**src/rtl/uart_hri_pkg.sv**
```systemverilog
package uart_hri_pkg;
  localparam int DATA_W = 8;
  localparam int SEL_W  = 3;
  localparam int NUM_WE = 10;

  // write enable bit positions (decoded downstream)
  localparam int WE_TXH = 0;
  localparam int WE_IEN = 1;
  localparam int WE_FCT = 2;
  localparam int WE_LCT = 3;
  localparam int WE_MCT = 4;
  localparam int WE_LST = 5;
  localparam int WE_MST = 6;
  localparam int WE_SCR = 7;
  localparam int WE_DVL = 8;
  localparam int WE_DVH = 9;

  typedef enum logic [3:0] {
    RT_NONE = 4'd0,
    RT_RXB  = 4'd1,
    RT_IEN  = 4'd2,
    RT_IID  = 4'd3,
    RT_LCT  = 4'd4,
    RT_MCT  = 4'd5,
    RT_LST  = 4'd6,
    RT_MST  = 4'd7,
    RT_SCR  = 4'd8,
    RT_DVL  = 4'd9,
    RT_DVH  = 4'd10
  } rd_tgt_e;
endpackage

```
**src/rtl/hri_sel_latch.sv**
```systemverilog
module hri_sel_latch #(
  parameter int SEL_W = 3
) (
  input  logic             clk,
  input  logic             rst_n,
  input  logic             addr_stb,
  input  logic [SEL_W-1:0] sel_in,
  input  logic             cs_in,
  output logic [SEL_W-1:0] sel_eff,
  output logic             cs_eff
);
  logic [SEL_W-1:0] sel_q, sel_d;
  logic             cs_q, cs_d;
  logic             cap_en;

  // sample while the strobe is low, hold once it has risen
  assign cap_en = ~addr_stb;

  always_comb begin
    sel_d = sel_q;
    cs_d  = cs_q;
    if (cap_en) begin
      sel_d = sel_in;
      cs_d  = cs_in;
    end
  end

  always_ff @(posedge clk or negedge rst_n) begin
    if (!rst_n) begin
      sel_q <= '0;
      cs_q  <= 1'b0;
    end else begin
      sel_q <= sel_d;
      cs_q  <= cs_d;
    end
  end

  assign sel_eff = addr_stb ? sel_q : sel_in;
  assign cs_eff  = addr_stb ? cs_q  : cs_in;

  assert_sel_held_R6: assert property (@(posedge clk) disable iff (!rst_n)
    (addr_stb && $past(addr_stb)) |-> ($stable(sel_eff) && $stable(cs_eff)));
  assert_sel_transparent_R6: assert property (@(posedge clk) disable iff (!rst_n)
    (!addr_stb) |-> (sel_eff == sel_in && cs_eff == cs_in));
endmodule

```
**src/rtl/hri_decode.sv**
```systemverilog
module hri_decode
  import uart_hri_pkg::*;
#(
  parameter int SEL_W = 3
) (
  input  logic              [SEL_W-1:0]  sel,
  input  logic                           dlab,
  input  logic                           cs,
  input  logic                           wr_stb,
  output rd_tgt_e                        rd_tgt,
  output logic              [NUM_WE-1:0] wr_en
);
  int wr_idx;

  always_comb begin
    rd_tgt = RT_NONE;
    wr_idx = WE_TXH;
    unique case (sel)
      3'd0: begin
        rd_tgt = dlab ? RT_DVL : RT_RXB;
        wr_idx = dlab ? WE_DVL : WE_TXH;
      end
      3'd1: begin
        rd_tgt = dlab ? RT_DVH : RT_IEN;
        wr_idx = dlab ? WE_DVH : WE_IEN;
      end
      3'd2: begin rd_tgt = RT_IID; wr_idx = WE_FCT; end
      3'd3: begin rd_tgt = RT_LCT; wr_idx = WE_LCT; end
      3'd4: begin rd_tgt = RT_MCT; wr_idx = WE_MCT; end
      3'd5: begin rd_tgt = RT_LST; wr_idx = WE_LST; end
      3'd6: begin rd_tgt = RT_MST; wr_idx = WE_MST; end
      default: begin rd_tgt = RT_SCR; wr_idx = WE_SCR; end
    endcase
    if (!cs) rd_tgt = RT_NONE;
  end

  always_comb begin
    wr_en = '0;
    for (int i = 0; i < NUM_WE; i++) begin
      if (cs && wr_stb && (wr_idx == i)) wr_en[i] = 1'b1;
    end
  end
endmodule

```
**src/rtl/hri_regbank.sv**
```systemverilog
module hri_regbank
  import uart_hri_pkg::*;
#(
  parameter int DATA_W = 8
) (
  input  logic                    clk,
  input  logic                    rst_n,
  input  logic [NUM_WE-1:0]       wr_en,
  input  logic [DATA_W-1:0]       wr_data,
  output logic [DATA_W-1:0]       ier_q,
  output logic [DATA_W-1:0]       lcr_q,
  output logic [DATA_W-1:0]       mcr_q,
  output logic [DATA_W-1:0]       scr_q,
  output logic [2*DATA_W-1:0]     div_q
);
  // which write targets are stored here, and which of those reset
  localparam logic [NUM_WE-1:0] STORE_MASK = 10'b11_1001_1010;
  localparam logic [NUM_WE-1:0] RST_MASK   = 10'b00_0001_1010;

  logic [DATA_W-1:0] bank [NUM_WE];

  for (genvar i = 0; i < NUM_WE; i++) begin : g_byte
    if (STORE_MASK[i] && RST_MASK[i]) begin : g_rst
      logic [DATA_W-1:0] r_q, r_d;
      always_comb r_d = wr_en[i] ? wr_data : r_q;
      always_ff @(posedge clk or negedge rst_n) begin
        if (!rst_n) r_q <= '0;
        else        r_q <= r_d;
      end
      assign bank[i] = r_q;
    end else if (STORE_MASK[i]) begin : g_keep
      logic [DATA_W-1:0] r_q;
      always_ff @(posedge clk) begin
        if (wr_en[i]) r_q <= wr_data;
      end
      assign bank[i] = r_q;
    end else begin : g_none
      assign bank[i] = '0;
    end
  end

  assign ier_q = bank[WE_IEN];
  assign lcr_q = bank[WE_LCT];
  assign mcr_q = bank[WE_MCT];
  assign scr_q = bank[WE_SCR];
  assign div_q = {bank[WE_DVH], bank[WE_DVL]};

  assert_lcr_write_R12: assert property (@(posedge clk) disable iff (!rst_n)
    wr_en[WE_LCT] |=> (lcr_q == $past(wr_data)));
  assert_scr_quiet_R10: assert property (@(posedge clk) disable iff (!rst_n)
    (!wr_en[WE_SCR] && $past(wr_en[WE_SCR] == 1'b0)) |=> $stable(scr_q));
  assert_div_write_R5: assert property (@(posedge clk) disable iff (!rst_n)
    wr_en[WE_DVH] |=> (div_q[2*DATA_W-1:DATA_W] == $past(wr_data)));
endmodule

```
**src/rtl/uart_host_regif.sv**
```systemverilog
module uart_host_regif
  import uart_hri_pkg::*;
#(
  parameter int DW = 8
) (
  input  logic          clk,
  input  logic          rst_n,
  input  logic [2:0]    reg_sel,
  input  logic          cs_hi0,
  input  logic          cs_hi1,
  input  logic          cs_lo_n,
  input  logic          addr_stb,
  input  logic          rd_stb,
  input  logic          wr_stb,
  input  logic [DW-1:0] wr_data,
  input  logic [DW-1:0] rx_buf_data,
  input  logic [DW-1:0] int_id_data,
  input  logic [DW-1:0] line_stat_data,
  input  logic [DW-1:0] modem_stat_data,
  output logic [DW-1:0] rd_data,
  output logic          drv_dis_n,
  output logic [9:0]    wr_en,
  output logic          rx_buf_rd_pulse,
  output logic          msr_rd_pulse,
  output logic [DW-1:0] ier_q,
  output logic [DW-1:0] lcr_q,
  output logic [DW-1:0] mcr_q,
  output logic [2*DW-1:0] div_q
);
  localparam int DLAB_BIT = DW - 1;

  // reset: asserted asynchronously, released through two flops
  logic [1:0] rst_sync_q;
  logic       rst_int_n;
  always_ff @(posedge clk or negedge rst_n) begin
    if (!rst_n) rst_sync_q <= 2'b00;
    else        rst_sync_q <= {rst_sync_q[0], 1'b1};
  end
  assign rst_int_n = rst_sync_q[1];

  logic          cs_raw, cs_eff;
  logic [2:0]    sel_eff;
  rd_tgt_e       rd_tgt;
  logic [DW-1:0] scr_q;
  logic          dlab;

  assign cs_raw = cs_hi0 & cs_hi1 & ~cs_lo_n;
  assign dlab   = lcr_q[DLAB_BIT];

  hri_sel_latch #(.SEL_W(3)) u_latch (
    .clk(clk), .rst_n(rst_int_n), .addr_stb(addr_stb),
    .sel_in(reg_sel), .cs_in(cs_raw),
    .sel_eff(sel_eff), .cs_eff(cs_eff)
  );

  hri_decode #(.SEL_W(3)) u_dec (
    .sel(sel_eff), .dlab(dlab), .cs(cs_eff), .wr_stb(wr_stb),
    .rd_tgt(rd_tgt), .wr_en(wr_en)
  );

  hri_regbank #(.DATA_W(DW)) u_bank (
    .clk(clk), .rst_n(rst_int_n), .wr_en(wr_en), .wr_data(wr_data),
    .ier_q(ier_q), .lcr_q(lcr_q), .mcr_q(mcr_q), .scr_q(scr_q), .div_q(div_q)
  );

  // read path
  logic rd_access;
  assign rd_access = cs_eff & rd_stb;
  assign drv_dis_n = ~rd_access;

  always_comb begin
    rd_data = '0;
    if (rd_access) begin
      unique case (rd_tgt)
        RT_RXB:  rd_data = rx_buf_data;
        RT_IEN:  rd_data = ier_q;
        RT_IID:  rd_data = int_id_data;
        RT_LCT:  rd_data = lcr_q;
        RT_MCT:  rd_data = mcr_q;
        RT_LST:  rd_data = line_stat_data;
        RT_MST:  rd_data = modem_stat_data;
        RT_SCR:  rd_data = scr_q;
        RT_DVL:  rd_data = div_q[DW-1:0];
        RT_DVH:  rd_data = div_q[2*DW-1:DW];
        default: rd_data = '0;
      endcase
    end
  end

  // read side effects: first cycle of each read access only
  logic rd_prev_q, rd_prev_d, rd_first;
  always_comb rd_prev_d = rd_access;
  always_ff @(posedge clk or negedge rst_int_n) begin
    if (!rst_int_n) rd_prev_q <= 1'b0;
    else            rd_prev_q <= rd_prev_d;
  end
  assign rd_first        = rd_access & ~rd_prev_q;
  assign rx_buf_rd_pulse = rd_first & (rd_tgt == RT_RXB);
  assign msr_rd_pulse    = rd_first & (rd_tgt == RT_MST);

  assert_nosel_quiet_R1: assert property (@(posedge clk) disable iff (!rst_int_n)
    (!cs_eff) |-> (wr_en == '0 && drv_dis_n && !rx_buf_rd_pulse && !msr_rd_pulse));
  assert_wr_onehot_R3: assert property (@(posedge clk) disable iff (!rst_int_n)
    $onehot0(wr_en));
  assert_drv_dis_R7: assert property (@(posedge clk) disable iff (!rst_int_n)
    (!drv_dis_n) |-> rd_stb);
  assert_rx_pulse_R8: assert property (@(posedge clk) disable iff (!rst_int_n)
    rx_buf_rd_pulse |=> !rx_buf_rd_pulse);
  assert_rx_dlab_R8: assert property (@(posedge clk) disable iff (!rst_int_n)
    rx_buf_rd_pulse |-> !dlab);
  assert_msr_pulse_R9: assert property (@(posedge clk) disable iff (!rst_int_n)
    msr_rd_pulse |=> !msr_rd_pulse);
endmodule

```
**config.mk**
```make
export PLATFORM = sky130hd
export DESIGN_NAME = uart_host_regif
export DESIGN_NICKNAME = d
export VERILOG_FILES = /design/src/rtl/uart_hri_pkg.sv /design/src/rtl/hri_sel_latch.sv /design/src/rtl/hri_decode.sv /design/src/rtl/hri_regbank.sv /design/src/rtl/uart_host_regif.sv
export SDC_FILE = /design/constraint.sdc
export NUM_CORES = 1
export LEC_CHECK = 0
export BUFFER_PORTS_ARGS = -buffer_cell sky130_fd_sc_hd__buf_2
export CAP_MARGIN = 20
export CORE_MARGIN = 2
export CORE_UTILIZATION = 44
export DETAILED_ROUTE_END_ITERATION = 16
export MAX_ROUTING_LAYER = met4
export PLACE_DENSITY_LB_ADDON = 0.1
export SLEW_MARGIN = 40
export SYNTH_ARGS = -nofsm -noshare
export SYNTH_HDL_FRONTEND = slang
export SYNTH_SLANG_ARGS = --single-unit
```
**constraint.sdc**
```tcl
create_clock -name clk -period 1.9 [get_ports clk]
set_input_delay 0.095 -clock clk [delete_from_list [all_inputs] [get_ports clk]]
set_output_delay 0.095 -clock clk [all_outputs]
set_load 0.005 [all_outputs]
```
==> implementation parameters <==
Parameter                              Value

Run status
  Result of the run ... complete, but fails checks
  Failing checks ... negative setup slack

Synth
  Avg Synthesized Cell Area ... 13.5 um^2
  Cell with the most instances after synthesis ... dfrtp_1
  Total standard cell area after synthesis ... 2920 um^2
  Nets in the synthesized netlist ... 267
  Sequential cell area fraction in the yosys report ... 51.3%
  Synth unique cells ... roughly 40
  Most area-hungry cell type in the Yosys netlist ... dfrtp_1
  Most numerous cell types in the synthesized netlist ... 31 x dfrtp_1, 24 x edfxtp_1, 17 x mux2_2, 17 x mux2i_1
  Gate count of the mapped netlist ... 216
  Fraction of registers with async set or reset after synthesis ... 56.4%
  Number of synthesized flops with an enable pin ... 24
  Post-synth top area share ... between 20% and 30%
  Warnings, synthesis ... 0
  Synthesized flop and latch total ... between 50 and 60
  Cells taking the most area after synthesis ... dfrtp_1 27%, edfxtp_1 25%, mux2_2 6.6%
  Dominant register cell in the synthesized netlist ... dfrtp_1

Drt
  Number of violations reported at the end of detailed-routing iteration 0 ... 120
  Detailed-route vias per instance ... 5.30
  Total via count after detailed routing ... 2456
  Remaining antenna violation count ... 0
  Total Wirelength ... 8310 um
  Number of detailed-route iterations in the first pass ... 4
  Routed wirelength normalized by instance count ... 17.9 um
  Post-route DRC violation count ... 0

CTS
  Clock insertion delay at the later pin of the skew report ... 0.30 ns
  Clock-pin slew of the registers on the worst-case setup and hold paths ... approximately 0.10 ns
  Clock sink total ... 55
  Max Root-Sink Buffers ... 2
  CTS H-tree lvls ... 2
  Clock tree from TritonCTS ... yes
  Clock root buffer ... clkbuf_8
  TritonCTS buffer count ... 5

Worst setup path
  Worst reg2reg path endpoint ... u_bank.ier_q[7]$_DFFE_PN0P_
  R2R setup slack ... -0.13 ns
  Endpoint kind of the worst setup timing path ... output pin
  Data arrival time of the critical path ... 2.06 ns
  Count of cells along the worst register-to-register path ... 9
  Maximum fanout along the worst path ... 3
  Nature of the critical path startpoint ... flop
  Data required time at the worst endpoint ... 1.80 ns
  Type of the worst setup path ... reg -> out
  Reg-to-reg startpoint ... u_latch.sel_q[0]$_DFF_PN0_

Global route
  Global Route met3 Usage ... 2.14%
  Antenna violations before repair ... 0
  Global routing met1 resource utilization ... 28.9%
  Vias in the first global route ... 2524
  GRT met2 Usage ... 41.9%
  Global routing's busiest layer ... met2
  Global-route wire length before repair ... about 13000 um
  Total Routing Usage GR ... 23.6%
  Pin count of the biggest net entering global routing ... 30
  Grt total ovfl ... 0

Timing
  Peak Freq ... approximately 460 MHz
  Count of final max-slew check failures ... 0
  Final Worst Setup Slack ... -0.255 ns
  Clock Skew ... 0.0134 ns
  Final critical-path share of the clock period ... 113%
  Count of endpoints failing hold in the final timing report ... 0
  Final setup vio count ... 19
  Tightest hold margin ... slightly above 0.04 ns
  Minimum period implied by the final worst setup slack ... approximately 2.2 ns
  Setup repair after global routing missed its margin ... yes

Place
  Final estimated routing congestion in global placement ... 0.791
  Buffers on Ports ... ~110
  HPWL after detailed placement ... 5880 um
  Post-placement cell area ... 3750 um^2
  DP Cell Count ... 422
  Pre-CTS setup slack ... -0.0315 ns

Floorplan
  Number of placement rows ... 29
  Die Y ... 85.4 um
  Number of top-level pins ... 112
  CORE AREA ... 6390 um^2
  Initial cell density of the core ... 45.7%
  Die area ... between 7000 and 8000 um^2
  Die outline width ... between 80 and 90 um

Layout
  Area added between synthesis and finish ... 46.3%
  Filler instances ... 524
  Storage element area ... 1500 um^2
  Area of the multi-input gates ... 1380 um^2
  Cell Count, Final, Fillers Out ... around 460
  Fin nets ... 437
  Share of the core filled with cells ... 66.8%
  Antenna Diode Count ... 0
  Fraction of layout instances using a drive strength above 1 ... roughly 62%
  Non-Filler Cell Area, Final ... 4270 um^2

Worst hold path
  Hold WC Path Type ... in -> reg
  Worst hold endpoint ... u_bank.g_byte[8].g_keep.r_q[6]$_DFFE_PP_
  Hold wc startpoint ... wr_data[6]
  Number of cells traversed by the worst hold path ... 1

Pwr
  Peak VDD IR ... roughly 0.52 mV
  Pleak ... 2.10 nW
  Power density relative to cell area ... 690 nW/um^2

Job
  Total of max-cap violations ... 0
==> repair_timing <==
action | in CTS | in global routing
endpoints found under the hold margin | 2 | 0
endpoints found under the setup margin | 25 | 26
hold buffers | 1 | 0
gates resized for setup | 20 | 16
setup buffers | 18 | 15
pin swaps | 8 | 6
==> kinds of logic (layout without fill, tap and decap cells) <==
logic type             count (synthesis)  after routing  share of synthesized area [%]
buffers and inverters                 20            190                           3.95
flip-flops                            55             55                           51.3
AO/OA/AOI/OAI                         25             25                           6.30
multiplexers                          53             53                           25.3
AND/OR/NAND/NOR                       62             62                           13.1
other                                  1              1                          0.129
==> per-stage QoR <==
stage	power, mW	setup TNS [ns]
2_1_floorplan	1.91	-0.887
3_3_place_gp	2.23	-0.153
3_5_place_dp	2.24	-0.329
4_1_cts	2.93	-2.99
5_1_grt	3.08	-4.02
6_report	2.95	-2.62
==> worst max path at each step <==
stage          cells past startpoint                   startpoint                                        to
3_3_place_gp                       7                     addr_stb                                rd_data[5]
5_1_grt                            9   u_latch.sel_q[0]$_DFF_PN0_                                rd_data[2]
4_1_cts                            6   u_latch.sel_q[0]$_DFF_PN0_                                rd_data[6]
6_report                           6   u_latch.sel_q[0]$_DFF_PN0_                                rd_data[6]
2_1_floorplan                      5  u_bank.lcr_q[7]$_DFFE_PN0P_  u_bank.g_byte[8].g_keep.r_q[0]$_DFFE_PP_
3_5_place_dp                       7                     addr_stb               u_bank.mcr_q[0]$_DFFE_PN0P_
==> worst max-delay path: stages (launching register included) <==
cell and delay [ns]:
dfrtp_1 0.41, mux2i_4 0.16, buf_6 0.14, mux4_2 0.49
and2_4 0.15, o311a_1 0.28, buf_2 0.13
==> metal layers <==
layer | up-vias | share of wire (%)
li1 | 1146 | -
met1 | 1221 | 42
met2 | 85 | 53
met3 | 4 | 4.5
met4 | 0 | 0.57
met5 | - | 0
==> flip-flops by register name, summed over array words and instances, names as in the netlist <==
name and count:
u_bank.g_byte.g_keep.r_q 16, u_bank.mcr_q 8, rd_prev_q 1, u_bank.lcr_q 8
u_latch.cs_q 1, rst_sync_q 2, u_latch.sel_q 3, u_bank.ier_q 8
u_bank.scr_q 8
==> report_power, final <==
part	internal [mW]	total, mW	switching (mW)	leakage, nW
combinational	0.509	0.886	0.377	1.44
clock	0.254	0.624	0.370	0.0373
sequential	1.35	1.44	0.0871	0.622
==> cell type report <==
| type | count | area share [%] |
|---|---|---|
| clock buffer | 6 | 1.70 |
| sequential | 55 | 35.1 |
| multi-input combinational | 141 | 32.4 |
| timing repair buffer | 176 | 27.8 |
| inverter | 7 | 0.674 |
| clock inverter | 1 | 0.176 |
| tap | 77 | 2.26 |
==> layout by cell type, fill, tap and decap left out, types with 8 or more instances in the layout <==
cell type	netlist	final
edfxtp_1	24	24
mux2_4	8	8
buf_6	4	13
nor2b_1	8	8
mux2i_1	17	16
buf_4	1	47
mux2_2	17	17
and2_1	9	8
buf_2	3	108
nand2_1	9	8
dfrtp_1	31	31
Note: power is estimated with default switching activity, not from simulation.
